**config.mk**
```make
export PLATFORM = sky130hd
export DESIGN_NAME = bm_tenure_limiter
export DESIGN_NICKNAME = d
export VERILOG_FILES = /design/src/rtl/tenure_pkg.sv /design/src/rtl/tenure_own_track.sv /design/src/rtl/tenure_down_cnt.sv /design/src/rtl/tenure_release_ctl.sv /design/src/rtl/bm_tenure_limiter.sv
export SDC_FILE = /design/constraint.sdc
export NUM_CORES = 1
export LEC_CHECK = 0
export BUFFER_PORTS_ARGS = -buffer_cell sky130_fd_sc_hd__buf_2
export CAP_MARGIN = 20
export CORE_MARGIN = 5
export CORE_UTILIZATION = 45
export DETAILED_ROUTE_END_ITERATION = 10
export GPL_TIMING_DRIVEN = 1
export PLACE_DENSITY = 0.73
export SLEW_MARGIN = 10
export SYNTH_ARGS = -nofsm -noshare
export SYNTH_HDL_FRONTEND = slang
export SYNTH_SLANG_ARGS = --single-unit
```
**constraint.sdc**
```tcl
create_clock -name clk -period 2.2 [get_ports clk]
set_input_delay 0.22 -clock clk [delete_from_list [all_inputs] [get_ports clk]]
set_output_delay 0.22 -clock clk [all_outputs]
set_load 0.01 [all_outputs]
```
**src/rtl/tenure_pkg.sv**
```systemverilog
package tenure_pkg;

  typedef enum logic {
    OWN_IDLE = 1'b0,
    OWN_HOLD = 1'b1
  } own_state_e;

  typedef struct packed {
    logic gnt;
    logic bus_idle;
    logic xfer_start;
    logic xfer_busy;
  } bus_view_t;

endpackage

```
**src/rtl/tenure_own_track.sv**
```systemverilog
module tenure_own_track
  import tenure_pkg::*;
(
  input  logic      clk,
  input  logic      rst_n,
  input  bus_view_t bus,
  output logic      own_start,
  output logic      owning,
  output logic      dec_en
);

  own_state_e state_q, state_d;

  // Ownership begins when granted, bus idle and a transaction launches.
  assign own_start = bus.gnt & bus.bus_idle & bus.xfer_start;

  always_comb begin
    state_d = state_q;
    if (own_start)
      state_d = OWN_HOLD;
    else if (state_q == OWN_HOLD && !bus.xfer_busy)
      state_d = OWN_IDLE;
  end

  always_ff @(posedge clk) begin
    if (!rst_n) state_q <= OWN_IDLE;
    else        state_q <= state_d;
  end

  assign owning = (state_q == OWN_HOLD);
  assign dec_en = owning & bus.xfer_busy;

endmodule

```
**src/rtl/tenure_down_cnt.sv**
```systemverilog
module tenure_down_cnt #(
  parameter int W = 8
) (
  input  logic         clk,
  input  logic         rst_n,
  input  logic         load,
  input  logic [W-1:0] load_val,
  input  logic         dec_en,
  output logic         expired
);

  localparam logic [W-1:0] ONE  = W'(1);
  localparam logic [W-1:0] ZERO = '0;

  logic [W-1:0] cnt_q;
  logic         exp_q;

  always_ff @(posedge clk) begin
    if (!rst_n) begin
      cnt_q <= ZERO;
      exp_q <= 1'b0;
    end else if (load) begin
      cnt_q <= load_val;
      exp_q <= (load_val == ZERO);
    end else if (dec_en && cnt_q != ZERO) begin
      cnt_q <= cnt_q - ONE;
      if (cnt_q == ONE) exp_q <= 1'b1;
    end
  end

  assign expired = exp_q;

endmodule

```
**src/rtl/tenure_release_ctl.sv**
```systemverilog
module tenure_release_ctl (
  input  logic owning,
  input  logic expired,
  input  logic phase_end,
  input  logic gnt,
  input  logic others_req,
  output logic release_req,
  output logic regrab_ok
);

  logic nobody_waiting;

  // Keeping the grant with no competitor means no one needs the bus.
  assign nobody_waiting = gnt & ~others_req;

  assign release_req = owning & expired & phase_end & ~nobody_waiting;
  assign regrab_ok   = expired & ~owning & ~others_req;

endmodule

```
**src/rtl/bm_tenure_limiter.sv**
```systemverilog
module bm_tenure_limiter
  import tenure_pkg::*;
#(
  parameter int CNT_W = 8
) (
  input  logic             clk,
  input  logic             rst_n,
  input  logic [CNT_W-1:0] lat_cfg,
  input  logic             gnt,
  input  logic             bus_idle,
  input  logic             xfer_start,
  input  logic             xfer_busy,
  input  logic             phase_end,
  input  logic             others_req,
  output logic             tenure_expired,
  output logic             release_req,
  output logic             regrab_ok
);

  bus_view_t bus;
  logic      own_start;
  logic      owning;
  logic      dec_en;
  logic      expired;

  assign bus = '{gnt: gnt, bus_idle: bus_idle,
                 xfer_start: xfer_start, xfer_busy: xfer_busy};

  tenure_own_track u_own (
    .clk       (clk),
    .rst_n     (rst_n),
    .bus       (bus),
    .own_start (own_start),
    .owning    (owning),
    .dec_en    (dec_en)
  );

  tenure_down_cnt #(.W(CNT_W)) u_cnt (
    .clk      (clk),
    .rst_n    (rst_n),
    .load     (own_start),
    .load_val (lat_cfg),
    .dec_en   (dec_en),
    .expired  (expired)
  );

  tenure_release_ctl u_rel (
    .owning      (owning),
    .expired     (expired),
    .phase_end   (phase_end),
    .gnt         (gnt),
    .others_req  (others_req),
    .release_req (release_req),
    .regrab_ok   (regrab_ok)
  );

  assign tenure_expired = expired;

endmodule

```
==> summary.md <==
| Metric | Value |
|---|---|
| Io pins | `19` |
| Status | `completed` |
| Nets | `115` |
| Seq/Total Area, Yosys | `32.1%` |
| GRT Overall Usage | `18.0%` |
| Sequential Area | `200 um2` |
| Number of clock sinks | `10` |
| Critical R2R Capture | `u_cnt.cnt_q[5]$_SDFFE_PN0P_` |
| Worst Reg2Reg Path Length in Cells | `6` |
| Slew Limit Fails | `0` |
| FMAX | `0.563 GHz` |
| Row cnt | `13` |
| Synth area leaders | `dfxtp_1 32%, ha_1 6.0%, nor4_1 5.0%, a21oi_1 4.8%, nand3_1 4.8%` |
| Post-CTS Repair Setup Buffers | `0` |
| Vias/cell | `6.15` |
| Initial antenna violation count | `0` |
| Number of warnings issued by yosys | `0` |
| GRT Residual Overflow | `0` |
| Cts hold-fix bufs | `0` |
| Worst skew pair latency | `0.28 ns` |
| Final setup vio count | `0` |
| # DRC | `0` |
| Largest net degree at the start of global routing | `18` |
| Core Area | `1300 um2` |
| Vias in the first global route | `646` |
| Root Buffer | `clkbuf_4` |
| Max cap viols | `0` |
| Width of the die | `47.2 um` |
| Bufs on Longest Clock Path | `2` |
| Starting DRT DRC Count | `32` |
| Max VDD drop | `0.258 mV` |
| Overall power | `0.470 mW` |
| Synth area leader | `dfxtp_1` |
| Flop2flop setup slack | `0.42 ns` |
| Post-CTS sizing | `0` |
| RSZ-0062 raised after global routing | `false` |
| Area Overhead vs Synth | `23.3%` |
| Final ANT Viol Nets | `0` |
| Hold endpoint | `u_cnt.cnt_q[1]$_SDFFE_PN0P_` |
| Commonest non-fill, non-tap cell in the layout | `buf_2` |
| CP Max Fanout | `5` |
| Starting Density | `47.9%` |
| Post-synth design cell area | `623 um2` |
| Pre-Repair DR Iteration Count | `4` |
| Post-synth cell types | `32` |
| Seq cells post-synth | `10` |
| Hold path cells | `3` |
| Vias post-DR | `676` |
| Setup CP Type | `flop to flop` |
| HPWL after detailed placement | `1.20 mm` |
| Placed Area | `732 um2` |
| DR WL/cell | `14.7 um` |
| H-tree depth | `1` |
| Drt total wl | `1.62 mm` |
| Static Leakage | `0.309 nW` |
| Hold crit path type | `input port to flop` |
| TritonCTS buffer count | `3` |
| Diode count | `0` |
| Worst Setup Start Kind | `flop` |
| Die area | `2230 um2` |
| Worst slew pin tran | `0.483 ns` |
| Min-delay src | `lat_cfg[1]` |
| Start of the worst register-to-register path | `u_cnt.cnt_q[0]$_SDFFE_PN0P_` |
| Slew headroom | `67.5%` |
| Clk slew on worst S/H paths | `0.08 ns` |
| # fillers | `135` |
| First-pass GRT wire length | `2.76 mm` |
| Layout Skew | `0.00737 ns` |
| Syn Area/Cell | `8.42 um2` |
| Port Buf Inserts | `18` |
| Total Neg Setup Slack | `0 ns` |
| Fin util | `59.0%` |
| Synth top area share | `32.1%` |
| Die H | `47.2 um` |
| Placer Congestion | `0.832` |
| Syn Nets | `93` |
| Most frequent cells in the layout | `18 x buf_2, 10 x dfxtp_1, 6 x nand3_1, 6 x a21oi_1` |
| Multi-input logic area | `397 um2` |
| Critical Path AT | `1.99 ns` |
| Critical path endpoint category | `flop` |
| TritonCTS clock tree | `done` |
| Hold slack | `0.194 ns` |
| Final Cell Area | `768 um2` |
| CP required | `2.41 ns` |
| Post-layout minimum cycle time | `1.78 ns` |
| Final Hold Viols | `0` |
| Final period util | `80.8%` |
| Pwr/cell area | `612 nW/um2` |
| Gate Count Post-Synth | `74` |
| Layout cell share with drive strength beyond 1 | `30.5%` |
[Yosys cell counts, drive strengths merged]
| master | number |
|---|---|
| nand2 | 1 |
| nand4b | 1 |
| or3 | 1 |
| ha | 3 |
| o41ai | 1 |
| nor4 | 5 |
| nand3 | 6 |
| o22ai | 1 |
| xnor2 | 2 |
| and3 | 1 |
| inv | 5 |
| clkbuf | 2 |
| a21oi | 6 |
| dfxtp | 10 |
| a31oi | 4 |
| o2111ai | 1 |
| or3b | 1 |
| xor2 | 1 |
| a211oi | 3 |
| or4 | 2 |
| nor3b | 1 |
| nand3b | 1 |
| o21ai | 5 |
| nor2 | 3 |
| and2 | 2 |
| nor3 | 2 |
| o211ai | 2 |
| a311oi | 1 |
[how the worst max path moves through the flow]
stage                           startpoint                           to  slack (ns)  cells past startpoint
2_1_floorplan  u_cnt.cnt_q[0]$_SDFFE_PN0P_  u_cnt.cnt_q[5]$_SDFFE_PN0P_        0.60                      6
3_3_place_gp   u_cnt.cnt_q[1]$_SDFFE_PN0P_  u_cnt.cnt_q[5]$_SDFFE_PN0P_        0.55                      6
3_5_place_dp   u_cnt.cnt_q[0]$_SDFFE_PN0P_  u_cnt.cnt_q[5]$_SDFFE_PN0P_        0.47                      6
4_1_cts        u_cnt.cnt_q[0]$_SDFFE_PN0P_  u_cnt.cnt_q[5]$_SDFFE_PN0P_        0.44                      6
5_1_grt        u_cnt.cnt_q[0]$_SDFFE_PN0P_  u_cnt.cnt_q[5]$_SDFFE_PN0P_        0.32                      6
6_report       u_cnt.cnt_q[0]$_SDFFE_PN0P_  u_cnt.cnt_q[5]$_SDFFE_PN0P_        0.42                      6
[logic make-up after synthesis]
kind of cell,after synthesis,synth area share (%)
AO/OA/AOI/OAI,24,26.5
XOR/XNOR,3,4.22
adder cells (fa/ha/maj),3,6.02
buffers and inverters,7,4.22
flip-flops,10,32.1
AND/OR/NAND/NOR,27,26.9
[metal layers]
metal / track usage (%) / vias to the layer above / part of all wire (%)
met3: 4.98 / 7 / 8.8
li1: - / 334 / -
met2: 27.4 / 35 / 45
met1: 22.3 / 300 / 43
met5: 0 / - / 0
met4: 11.6 / 0 / 3.4
[flip-flops by register name (all words and copies together), names as in the netlist]
register,flops
u_cnt.cnt_q,8
u_own.owning,1
u_cnt.expired,1
[power by group]
group	internal (mW)	switching, mW	total (mW)
Combinational	0.0411	0.0471	0.0882
Sequential	0.191	0.0136	0.205
Clock	0.101	0.0760	0.177
Total	0.333	0.137	0.470
[worst max-delay path, cell delays in order (launching register included)]
cell	delay, ns
dfxtp_1	0.37
inv_1	0.11
ha_1	0.27
or3b_2	0.47
o211ai_2	0.21
o21ai_0	0.10
a31oi_1	0.17
[stage by stage]
stage	worst slack (ns)	std cells
after detailed placement	0.466	106
after global placement	0.552	106
final	0.423	110
after global routing	0.315	110
after floorplan	0.603	74
after CTS	0.439	110
[area by class of cell]
class / instances / share of cell area [%]
multi-input combinational: 57 / 51.6
sequential: 10 / 26.1
timing repair buffer: 19 / 12.7
clock buffer: 4 / 4.72
inverter: 5 / 2.44
tap: 15 / 2.44
Power figures use the tool's default switching activity.
